File: config.mk
export PLATFORM = sky130hd
export DESIGN_NAME = flash_read_seq
export DESIGN_NICKNAME = d
export VERILOG_FILES = /design/src/rtl/frs_pkg.sv /design/src/rtl/frs_ctrl.sv /design/src/rtl/frs_datapath.sv /design/src/rtl/flash_read_seq.sv
export SDC_FILE = /design/constraint.sdc
export NUM_CORES = 1
export LEC_CHECK = 0
export CAP_MARGIN = 20
export CORE_MARGIN = 10
export CORE_UTILIZATION = 50
export CTS_BUF_LIST = sky130_fd_sc_hd__clkbuf_4 sky130_fd_sc_hd__clkbuf_8 sky130_fd_sc_hd__clkbuf_16
export DETAILED_ROUTE_END_ITERATION = 16
export PLACE_DENSITY = 0.78
export SLEW_MARGIN = 20
export SYNTH_ARGS = -nofsm -noshare
export SYNTH_HDL_FRONTEND = slang
export SYNTH_SLANG_ARGS = --single-unit
export TNS_END_PERCENT = 5
File: constraint.sdc
create_clock -name clk -period 2.7 [get_ports clk]
set_clock_uncertainty 0.2 [all_clocks]
set_input_delay 0.27 -clock clk [delete_from_list [all_inputs] [get_ports clk]]
set_output_delay 0.27 -clock clk [all_outputs]
set_load 0.02 [all_outputs]
File: src/rtl/frs_pkg.sv
package frs_pkg;
  typedef enum logic [1:0] {
    RD_NORMAL = 2'b00,
    RD_FAST   = 2'b01,
    RD_LOWPWR = 2'b10,
    RD_RSVD   = 2'b11
  } rd_mode_e;

  // strobes from control to datapath
  typedef struct packed {
    logic load;     // latch header, assert chip select
    logic rise;     // SCK rising edge
    logic fall;     // SCK falling edge, advance MOSI
    logic capture;  // sample MISO into the receive shifter
    logic byteEnd;  // eighth data bit of a byte captured
    logic finish;   // release chip select
  } frs_strobe_t;

  localparam int HDR_BITS_SLOW = 32;
  localparam int HDR_BITS_FAST = 40;

  function automatic logic [7:0] opcodeFor(rd_mode_e m);
    case (m)
      RD_FAST:   return 8'h0B;
      RD_LOWPWR: return 8'h01;
      default:   return 8'h03;
    endcase
  endfunction
endpackage

File: src/rtl/frs_ctrl.sv
module frs_ctrl
  import frs_pkg::*;
#(
  parameter int CLK_DIV = 2,
  parameter int CNT_W   = 16
) (
  input  logic             clk,
  input  logic             rstN,
  input  logic             start,
  input  rd_mode_e         mode,
  input  logic [CNT_W-1:0] byteCount,
  output frs_strobe_t      stb,
  output logic             busy,
  output logic             done
);
  localparam int DIV_W = (CLK_DIV > 1) ? $clog2(CLK_DIV) : 1;
  localparam logic [DIV_W-1:0] DIV_LAST = DIV_W'(CLK_DIV - 1);

  typedef enum logic {ST_IDLE, ST_RUN} st_e;
  st_e              state;
  logic [DIV_W-1:0] divCnt;
  logic             hiPhase;
  logic [5:0]       hdrLeft;
  logic [2:0]       bitPos;
  logic [CNT_W-1:0] bytesLeft;
  logic             allIn;
  logic             tick;

  assign tick = (divCnt == DIV_LAST);
  assign busy = (state == ST_RUN);

  always_comb begin
    stb = '0;
    if (state == ST_IDLE) begin
      stb.load = start && (byteCount != '0);
    end else if (tick) begin
      if (!hiPhase) begin
        stb.rise    = 1'b1;
        stb.capture = (hdrLeft == 6'd0);
        stb.byteEnd = (hdrLeft == 6'd0) && (bitPos == 3'd7);
      end else begin
        stb.fall   = 1'b1;
        stb.finish = allIn;
      end
    end
  end

  always_ff @(posedge clk) begin
    if (!rstN) begin
      state     <= ST_IDLE;
      divCnt    <= '0;
      hiPhase   <= 1'b0;
      hdrLeft   <= '0;
      bitPos    <= '0;
      bytesLeft <= '0;
      allIn     <= 1'b0;
      done      <= 1'b0;
    end else begin
      done <= stb.finish;
      if (state == ST_IDLE) begin
        if (stb.load) begin
          state     <= ST_RUN;
          divCnt    <= '0;
          hiPhase   <= 1'b0;
          hdrLeft   <= (mode == RD_FAST) ? 6'(HDR_BITS_FAST) : 6'(HDR_BITS_SLOW);
          bitPos    <= '0;
          bytesLeft <= byteCount;
          allIn     <= 1'b0;
        end
      end else begin
        divCnt <= tick ? '0 : divCnt + 1'b1;
        if (stb.rise) begin
          hiPhase <= 1'b1;
          if (hdrLeft != 6'd0) hdrLeft <= hdrLeft - 1'b1;
        end
        if (stb.capture) bitPos <= bitPos + 1'b1;
        if (stb.byteEnd) begin
          bytesLeft <= bytesLeft - 1'b1;
          if (bytesLeft == CNT_W'(1)) allIn <= 1'b1;
        end
        if (stb.fall) hiPhase <= 1'b0;
        if (stb.finish) state <= ST_IDLE;
      end
    end
  end
endmodule

File: src/rtl/frs_datapath.sv
module frs_datapath
  import frs_pkg::*;
#(
  parameter int PAGE_W = 12,
  parameter int OFS_W  = 10,
  parameter int FLAT_W = 21
) (
  input  logic              clk,
  input  logic              rstN,
  input  frs_strobe_t       stb,
  input  rd_mode_e          mode,
  input  logic              page528,
  input  logic [PAGE_W-1:0] pageNum,
  input  logic [OFS_W-1:0]  byteOfs,
  input  logic [FLAT_W-1:0] flatAddr,
  input  logic              miso,
  output logic              sck,
  output logic              csN,
  output logic              mosi,
  output logic [7:0]        rxData,
  output logic              rxValid
);
  localparam int ADDR_W = 24;
  localparam int TX_W   = 8 + ADDR_W + 8;

  logic [ADDR_W-1:0] addrField;
  logic [TX_W-1:0]   txShift;
  logic [7:0]        rxShift;

  // page/offset packing or flat address, zero-extended to the field
  assign addrField = page528 ? ADDR_W'({pageNum, byteOfs}) : ADDR_W'(flatAddr);
  assign mosi      = txShift[TX_W-1];

  always_ff @(posedge clk) begin
    if (!rstN) begin
      sck     <= 1'b0;
      csN     <= 1'b1;
      txShift <= '0;
      rxShift <= '0;
      rxData  <= '0;
      rxValid <= 1'b0;
    end else begin
      rxValid <= stb.byteEnd;
      if (stb.load) begin
        csN     <= 1'b0;
        txShift <= {opcodeFor(mode), addrField, 8'h00};
      end
      if (stb.rise) sck <= 1'b1;
      if (stb.fall) begin
        sck     <= 1'b0;
        txShift <= {txShift[TX_W-2:0], 1'b0};
      end
      if (stb.capture) rxShift <= {rxShift[6:0], miso};
      if (stb.byteEnd) rxData <= {rxShift[6:0], miso};
      if (stb.finish) csN <= 1'b1;
    end
  end
endmodule

File: src/rtl/flash_read_seq.sv
module flash_read_seq
  import frs_pkg::*;
#(
  parameter int CLK_DIV = 2,
  parameter int CNT_W   = 16,
  parameter int PAGE_W  = 12,
  parameter int OFS_W   = 10,
  parameter int FLAT_W  = 21
) (
  input  logic              clk,
  input  logic              rstN,
  input  logic              start,
  input  logic [1:0]        rdMode,
  input  logic              page528,
  input  logic [PAGE_W-1:0] pageNum,
  input  logic [OFS_W-1:0]  byteOfs,
  input  logic [FLAT_W-1:0] flatAddr,
  input  logic [CNT_W-1:0]  byteCount,
  output logic              sck,
  output logic              csN,
  output logic              mosi,
  input  logic              miso,
  output logic [7:0]        rxData,
  output logic              rxValid,
  output logic              busy,
  output logic              done
);
  frs_strobe_t stb;
  rd_mode_e    mode;

  assign mode = rd_mode_e'(rdMode);

  frs_ctrl #(.CLK_DIV(CLK_DIV), .CNT_W(CNT_W)) u_ctrl (
    .clk(clk), .rstN(rstN), .start(start), .mode(mode),
    .byteCount(byteCount), .stb(stb), .busy(busy), .done(done)
  );

  frs_datapath #(.PAGE_W(PAGE_W), .OFS_W(OFS_W), .FLAT_W(FLAT_W)) u_dp (
    .clk(clk), .rstN(rstN), .stb(stb), .mode(mode), .page528(page528),
    .pageNum(pageNum), .byteOfs(byteOfs), .flatAddr(flatAddr), .miso(miso),
    .sck(sck), .csN(csN), .mosi(mosi), .rxData(rxData), .rxValid(rxValid)
  );
endmodule

Yosys cells after proc, flatten, opt, wreduce, memory -nomap -nowiden
Cells that the tools add are included.
Operators by class
  add/sub/neg operators: 4
  eq/ne operators: 10
  multiplexer cells: 34
  bitwise gates (word level): 1
  reduce and logical (&&, ||, !) cells: 14
Operators with widths (count)
  40-bit two-way mux: 2
  16-bit two-way mux: 3
  6-bit two-way mux: 4
  22-bit two-way mux: 1
  16-bit by 1-bit equality test with 1-bit output (second input constant): 1
  1-bit two-way mux: 16
  16-bit nonzero test: 1
  16-bit by 1-bit subtractor with 16-bit output (second input constant): 1
  5-bit two-way mux: 2
  3-bit two-way mux: 3
  2-bit inequality test (second input constant): 4
  4-bit one-hot mux with 2 select lines: 1
  6-bit zero test: 1
  2-bit AND reduction: 3
  3-bit AND reduction: 2
  6-bit nonzero test: 1
  6-bit by 1-bit subtractor with 6-bit output (second input constant): 1
  4-bit two-way mux: 1
  2-bit nonzero test: 2
  2-bit OR reduction: 2
  3-bit by 1-bit adder with 3-bit output (second input constant): 1
  3-bit equality test (second input constant): 1
  3-bit inequality test (second input constant): 1
  2-bit by 1-bit equality test with 1-bit output (second input constant): 1
  other kinds (6): 7
Storage, ports and cells
  register bits after elaboration: 87
  output and inout port bits: 14
  logic and storage cells: 77

Longest topological paths before layout
Gate-level depths: netlist of the first run.
  word-level depth: 8
  depth in mapped cells: 8
  depth with buffers taken out: 7

Hierarchy
A second synthesis of the first run with hierarchy kept.
Unflattened totals
  cell total of the unflattened synthesis: 447
  area, all modules: 4063.9 um^2
By module, submodules not included
  frs_datapath: instances 1, cells an instance 227, area an instance 2274.7 um^2, seq. area each 1001.0 um^2
  frs_ctrl: instances 1, cells an instance 220, area an instance 1789.2 um^2, seq. area each 600.6 um^2

Worst setup path before layout of the first run
No wires, ideal clock.
  path type: input to register
  start point: input byteCount[14]
  end point: register u_ctrl.bytesLeft[1]
  setup time: 116 ps
  data arrival time: 1929 ps
  data required time: 2384 ps
  slack: 454 ps
  stages: 5
  path buffers: 1
  cell sequence: or4_1 > o41ai_4 > nand2_2 > buf_2 > o211a_1
On the way
  longest elaborated chain between the ends: 5
RTL lines
  from (decl): RTL line flash_read_seq.sv:18  | input logic [CNT_W-1:0] byteCount,
  16-bit nonzero test: RTL line frs_ctrl.sv:35  | stb.load = start && (byteCount != '0);
  1-bit logical AND: RTL line frs_ctrl.sv:35
  1-bit two-way mux: RTL line frs_ctrl.sv:34  | if (state == ST_IDLE) begin
  2-bit nonzero test (no line)
  2-bit AND reduction (no line)
  to (signal assigned): RTL line frs_ctrl.sv:67  | bytesLeft <= byteCount;
  to (signal assigned): RTL line frs_ctrl.sv:78  | bytesLeft <= bytesLeft - 1'b1;
  to (decl): RTL line frs_ctrl.sv:25  | logic [CNT_W-1:0] bytesLeft;
Every way passes these cells.
A chain may end at the register's enable or synchronous reset.

Worst setup path after layout of the first run
  start point: input byteCount[2]
  end point: register u_dp.txShift[18]
On the way
  longest elaborated chain between the ends: 4
RTL lines
  16-bit nonzero test: RTL line frs_ctrl.sv:35
  1-bit logical AND: RTL line frs_ctrl.sv:35
  1-bit two-way mux: RTL line frs_ctrl.sv:34
  2-bit nonzero test (no line)
  to (signal assigned): RTL line frs_datapath.sv:46  | txShift <= {opcodeFor(mode), addrField, 8'h00};
  to (signal assigned): RTL line frs_datapath.sv:51  | txShift <= {txShift[TX_W-2:0], 1'b0};
  to (decl): RTL line frs_datapath.sv:27  | logic [TX_W-1:0] txShift;
Every way passes these cells.

==> results.md, run 1 <==
- Hold Path Depth: 3
- Psw: 0.0007201 W
- Setup TNS: 0 ns
- Sw Share: 27.30%
- Core outline area: 0.007727 mm^2
- Routability cong.: 0.8688
- Hold buffer count at CTS: 0
- HPWL after DPL: approximately 7.5 mm
- Unrepaired setup endpoints after global routing: no
- CTS H-tree lvls: 3
- Top_reg_cell synth: dfxtp_1
- PortBufs: between 70 and 80
- Post-synth top cells: 80 x dfxtp_1, 73 x nand2_1, 53 x nand3_1
- Max_slew headroom: 52.64%
- Worst setup margin: 0.2660 ns
- Ys Warns: 0
- Worst Hold End: u_dp.txShift[32]$_SDFFE_PN0P_
- Yosys cell types: between 40 and 50
- Initial DRC count: around 180
- Most common cell in the netlist: dfxtp_1
- Sequential group share of total power: 48.2%
- Seq/Total Area, Yosys: 40.21%
- Largest net degree at the start of global routing: 44
- Synthesis-to-layout area growth: 29.00%
- Status: finished, final reports clean
- Clock network power share: 33.3%
- Slowest cell on crit path: or4_1
- Cell Rows: 32
- Max incr delay on CP: between 0.6 and 0.7 ns
- Total congestion overflow: 0
- Die W: roughly 110 um
- Period minus WS final: roughly 2.4 ns
- Pleak: 1.934 nW
- Synth Net Count: roughly 580
- Crit path cell chain: clkdlybuf4s50_1 -> or4_1 -> o41ai_4 -> buf_4 -> buf_12 -> nor2_1 -> a21oi_1 -> o21ai_0
- Gr usage total: 17.42%
- Startpoint class of the critical path: input pin
- Top post-synthesis cells by area: dfxtp_1 40%, nand2_1 6.9%, nand3_1 6.7%, a21boi_0 5.7%, mux2i_1 5.5%
- Syn avg cell area: 7.840 um^2
- Power share of the combinational group: 18.5%
- Antenna diodes: 0
- R2r endpoint: u_dp.txShift[18]$_SDFFE_PN0P_
- Vias per cell: 5.683
- Initial antenna violation count: 0
- Peak VDD IR: 0.0004645 V
- Root Driver: clkbuf_8
- Arr. time, crit path: 2.44 ns
- Yosys top cell area share: 40.21%
- Initial Utilization: 51.54%
- PnR Total Power: about 0.0026 W
- Crit Reg-Reg Startpoint: u_ctrl.busy$_SDFF_PN0_
- ANT nets after route: 0
- Max Slew Vio Count: 0
- Maximum clock frequency: 410.8 MHz
- Setup CP Type: input pin to flop
- Clk_lat worst skew: about 0.35 ns
- CTS tree: yes
- Final hold slack: 0.1066 ns
- Fin util: 66.48%
- Internal: about 0.0019 W
- DP Worst Slack: -0.05817 ns
- Clock tree sinks: 80
- DIE AREA: roughly 0.012 mm^2
- #FFs+latches synth: 80
- Reg2Reg Depth: 3
- Pre-Repair DR Iteration Count: 5
- Final hold violation count: 0
- CP max FO: 18
- Hold_sp: rstN
- Async SR Flop Fraction: 0%
- WL/cell: 15.06 um
- Post_cts resized: 0
- CP endpoint kind: flop
- Boundary Pins: 80
- First-pass GRT wire length: 17.24 mm
- Nets: 655
- Cell taking the most area after synthesis: dfxtp_1
- Post-synth EDFFs: 0
- Vias in the first global route: 3769
- Final setup vio count: 0
- Die extent in y: 109.2 um
- Remaining DRCs: 0
- Overall via count from detail_route: 3927
- Post-CTS Setup Bufs: 0
- Pwr/cell area: slightly above 500 mW/mm^2
- Clk buf depth: 2
- CTS buffer count: 9
- Worst hold-check path type: input pin to flop
- Worst path required time: 2.70 ns
- Syn Inst Count: 508
- Max Cap Violations: 0
- Post-synthesis cell area: 0.003983 mm^2
- Actual slew at the worst max-slew pin: 0.7096 ns
- Final period util: 90.15%
- Clock-pin transition on the worst setup and hold timing paths: 0.08 ns
- Final WL: 10.41 mm
- Layout cells sized above 1: 7.470%
- R2R Setup Slk: 0.59 ns
## state kept, by name, indices dropped and copies added (netlist names), 3 cells and up
register	count
u_ctrl.bitPos	3
u_ctrl.bytesLeft	16
u_ctrl.hdrLeft	6
u_dp.rxData	8
u_dp.rxShift	7
u_dp.txShift	32
## power groups by stage
stage	logic, W	clock network, W	registers, W
finish	0.000489	0.000877	0.00127
global route	0.000539	0.000954	0.00128
CTS	0.000486	0.000896	0.00127
detailed placement	0.000483	0	0.00130
global placement	0.000475	0	0.00130
floorplan	0.000282	0	0.00129
## logic make-up (layout without fill, tap and decap cells)
kind of cell | Yosys count | count (layout) | synth area share, %
simple gates | 214 | 214 | 24.88
buf+inv | 44 | 125 | 4.398
fa+ha+maj | 5 | 5 | 1.571
xor+xnor | 5 | 5 | 1.100
flops | 80 | 80 | 40.21
mux | 22 | 22 | 5.529
compound gates | 138 | 138 | 22.31
## metrics by stage
step	std cells	instance area, um^2
CTS	691	5137
detailed placement	675	4941
floorplan	508	3983
global route	691	5137
finish	691	5137
global placement	675	4941
## critical path, delay by kind of cell
family,cells,cell delay [ns]
AOI/OAI and AO/OA,3,0.68
and+or+nand+nor,2,0.67
buffers and inverters,3,0.81
## cells in the final DEF (no fill, tap or decap), types with 8 or more instances in the layout
cell type        synthesis  final
a21boi_0                30     30
a21oi_1                 35     35
buf_4                    0     20
clkbuf_8                 0     10
clkdlybuf4s50_1          0     78
dfxtp_1                 80     80
inv_1                    8      8
mux2i_1                 22     22
nand2_1                 73     73
nand3_1                 53     53
nor2_1                  42     42
o21ai_0                 38     38
## layout make-up
| class | instances | area (um^2) |
|---|---|---|
| Fill cell | 673 | 2590 |
| Timing Repair Buffer | 101 | 975.9 |
| Clock inverter | 6 | 58.81 |
| Tap cell | 102 | 127.6 |
| Clock buffer | 10 | 137.6 |
| Sequential cell | 80 | 1602 |
| Inverter | 8 | 30.03 |
| Multi-Input combinational cell | 384 | 2206 |
## worst max-delay path by stage
stage | start | end | slack, ns | cells past startpoint
final | byteCount[2] | u_dp.txShift[18]$_SDFFE_PN0P_ | 0.27 | 8
after global routing | byteCount[14] | u_ctrl.bytesLeft[8]$_SDFFE_PN0P_ | 0.16 | 6
after CTS | byteCount[14] | u_dp.txShift[18]$_SDFFE_PN0P_ | 0.30 | 8
after detailed placement | byteCount[14] | u_dp.txShift[21]$_SDFFE_PN0P_ | -0.06 | 8
after global placement | byteCount[2] | u_dp.txShift[28]$_SDFFE_PN0P_ | -0.04 | 7
after floorplan | byteCount[14] | u_ctrl.bytesLeft[1]$_SDFFE_PN0P_ | 0.45 | 5
## per-layer routing
layer | track usage (%) | vias up | part of all wire [%]
li1 | - | 1954 | -
met1 | 20.93 | 1826 | 44
met2 | 29.18 | 131 | 48
met3 | 5.428 | 16 | 7.0
met4 | 5.297 | 0 | 1.3
met5 | 0 | - | 0
No activity file was read; power rests on OpenSTA's default activity.
==> run 2: changes to the inputs <==
--- a/config.mk
+++ b/config.mk
@@ -7,10 +7,9 @@
 export LEC_CHECK = 0
 export CAP_MARGIN = 20
 export CORE_MARGIN = 10
-export CORE_UTILIZATION = 50
+export CORE_UTILIZATION = 30
 export CTS_BUF_LIST = sky130_fd_sc_hd__clkbuf_4 sky130_fd_sc_hd__clkbuf_8 sky130_fd_sc_hd__clkbuf_16
 export DETAILED_ROUTE_END_ITERATION = 16
-export PLACE_DENSITY = 0.78
 export SLEW_MARGIN = 20
 export SYNTH_ARGS = -nofsm -noshare
 export SYNTH_HDL_FRONTEND = slang
==> run 2 against run 1 <==
Routed wire length up 4.7%. Total power grew 14%. Fmax shrank 1.8%. Global-route usage decreased by 5.4 points. Critical path type unchanged. Largest power group unchanged.
==> results.md, run 2 (synthesis results as in run 1) <==
- Status: finished, final reports clean
- Boundary Pins: 80
- Clk buf depth: 2
- Initial antenna violation count: 0
- Antenna diodes: 0
- Slowest cell on crit path: or4_1
- Placed Instances: 751
- Max reg flops: 32
- Period minus WS final: 2.479 ns
- PortBufs: 79
- Multi-input gate area: around 0.0022 mm^2
- Vias in the first global route: around 3800
- DIE AREA: 0.01828 mm^2
- Final setup vio count: 0
- Peak VDD IR: 0.0002989 V
- Max Slew Vio Count: 0
- Max Cap Violations: 0
- Gr usage total: 12.04%
- Hold buffer count at CTS: 0
- Worst hold-check path type: input pin to flop
- Max_slew headroom: 60.93%
- Setup CP Type: input pin to flop
- Overall via count from detail_route: 3879
- Gr busiest metal: met2
- Nets: about 660
- Core outline area: around 0.013 mm^2
- CP max FO: 18
- Startpoint class of the critical path: input pin
- Final period util: 91.82%
- Clock tree sinks: 80
- Biggest regs: u_dp.txShift (32), u_ctrl.bytesLeft (16), u_dp.rxData (8)
- Routability cong.: 0.8836
- Critical path's top delay family: buffers and inverters
- Layout filler cell count: 1350
- Final hold violation count: 0
- Worst setup margin: 0.2210 ns
- Initial DRC count: ~400
- CTS H-tree lvls: 3
- M3 GR Usage: ~4.6%
- Most frequent cells in the layout: 80 x dfxtp_1, 78 x clkdlybuf4s50_1, 73 x nand2_1, 53 x nand3_1, 42 x nor2_1
- DP Worst Slack: -0.1148 ns
- Root Driver: clkbuf_16
- Layout cells sized above 1: 7.783%
- Crit path cell chain: clkdlybuf4s50_1 -> or4_1 -> o41ai_4 -> buf_4 -> buf_12 -> nor2_1 -> a21oi_1 -> o21ai_0
- M1 GR Usage: 14.92%
- Largest Register: u_dp.txShift
- CP endpoint kind: flop
- HPWL after DPL: 7.840 mm
- Arr. time, crit path: around 2.5 ns
- First-pass GRT wire length: around 18 mm
- Cell Rows: 42
- Pre-Repair DR Iteration Count: 5
- Clock-pin transition on the worst setup and hold timing paths: 0.06 ns
- Unrepaired setup endpoints after global routing: no
- Grt met2 use: 18.42%
- Maximum clock frequency: 403.4 MHz
- Crit path buffers/inverters: 3
- CTS tree: yes
- CTS buffer count: 9
- Largest net degree at the start of global routing: 71
- Total congestion overflow: 0
- ANT nets after route: 0
- Actual slew at the worst max-slew pin: 0.5847 ns
- Post_cts resized: 0
- Initial Utilization: 30.31%
- Most common cell after layout, fill and taps aside: dfxtp_1
- Remaining DRCs: 0
- Post-CTS Setup Bufs: 0
- Layout Cells excl Fill: approximately 770
- Final WL: 10.90 mm
- Synthesis-to-layout area growth: 35.47%
- Pwr/cell area: 558.6 mW/mm^2
- Clk_lat worst skew: 0.34 ns
- Worst path required time: 2.69 ns
- Die extent in y: 135.2 um
- Die W: roughly 140 um
- Pleak: 2.002 nW
- Max incr delay on CP: approximately 0.63 ns
- Vias per cell: 5.057
- Register Area: 0.001602 mm^2
- WL/cell: approximately 14 um
-- run 2: worst paths after layout --
| check | from | endpoint | slack [ns] | depth (start not counted) |
|---|---|---|---|---|
| max | byteCount[14] | u_dp.txShift[17]$_SDFFE_PN0P_ | 0.22 | 8 |
| min | rstN | u_dp.txShift[27]$_SDFFE_PN0P_ | 0.22 | 3 |
| max reg2reg | u_ctrl.busy$_SDFF_PN0_ | u_dp.txShift[17]$_SDFFE_PN0P_ | 0.49 | 3 |
| min reg2reg | u_dp.rxData[5]$_SDFFE_PN0P_ | u_dp.rxData[5]$_SDFFE_PN0P_ | 0.26 | 2 |
-- run 2: per-layer routing --
layer	routed length [um]	vias up
met2	4840	134
met1	4958	1771
met3	873	20
li1	-	1954
met4	225	0
met5	0	-
-- run 2: worst register-to-register path, stage by stage (launching register included) --
cell and delay (ns):
dfxtp_1 0.58, nand3_1 0.45, nand2_1 0.62, o21ai_0 0.21
-- run 2: area by class of cell --
type	instances	share of cell area, %
clock buffers	15	5.589
clock inverters	1	0.1391
inverters	8	0.5566
multi-input cells	384	40.89
flip-flops and latches	80	29.68
well taps	176	4.082
repair buffers	103	19.06
-- run 2: stage by stage --
stage	TNS (ns)	hold slack (ns)	utilization [%]	cell area, um^2	power (W)
finish	0	0.2242	41.07	5395	0.003014
global route	0	0.2457	41.07	5395	0.003152
CTS	0	0.2083	41.07	5395	0.003040
detailed placement	-1.621	0.2528	38.71	5086	0.001791
global placement	-0.7867	0.2420	38.71	5086	0.001782
floorplan	0	0.2174	-	3983	0.001571
-- run 2: where the power goes --
| group | switching, W | internal, W | leakage, nW | total [W] |
|---|---|---|---|---|
| sequential | 0.0000448 | 0.00123 | 0.652 | 0.00128 |
| combinational | 0.000247 | 0.000248 | 1.20 | 0.000495 |
| clock | 0.000484 | 0.000760 | 0.152 | 0.00124 |
==> run 3: changes to the inputs <==
--- a/config.mk
+++ b/config.mk
@@ -9,6 +9,7 @@
 export CORE_MARGIN = 10
 export CORE_UTILIZATION = 30
 export CTS_BUF_LIST = sky130_fd_sc_hd__clkbuf_4 sky130_fd_sc_hd__clkbuf_8 sky130_fd_sc_hd__clkbuf_16
+export CTS_CLUSTER_DIAMETER = 200
 export DETAILED_ROUTE_END_ITERATION = 16
 export SLEW_MARGIN = 20
 export SYNTH_ARGS = -nofsm -noshare
==> results of run 3 <==
No change in the layout: final DEF, timing and power equal those of run 2.
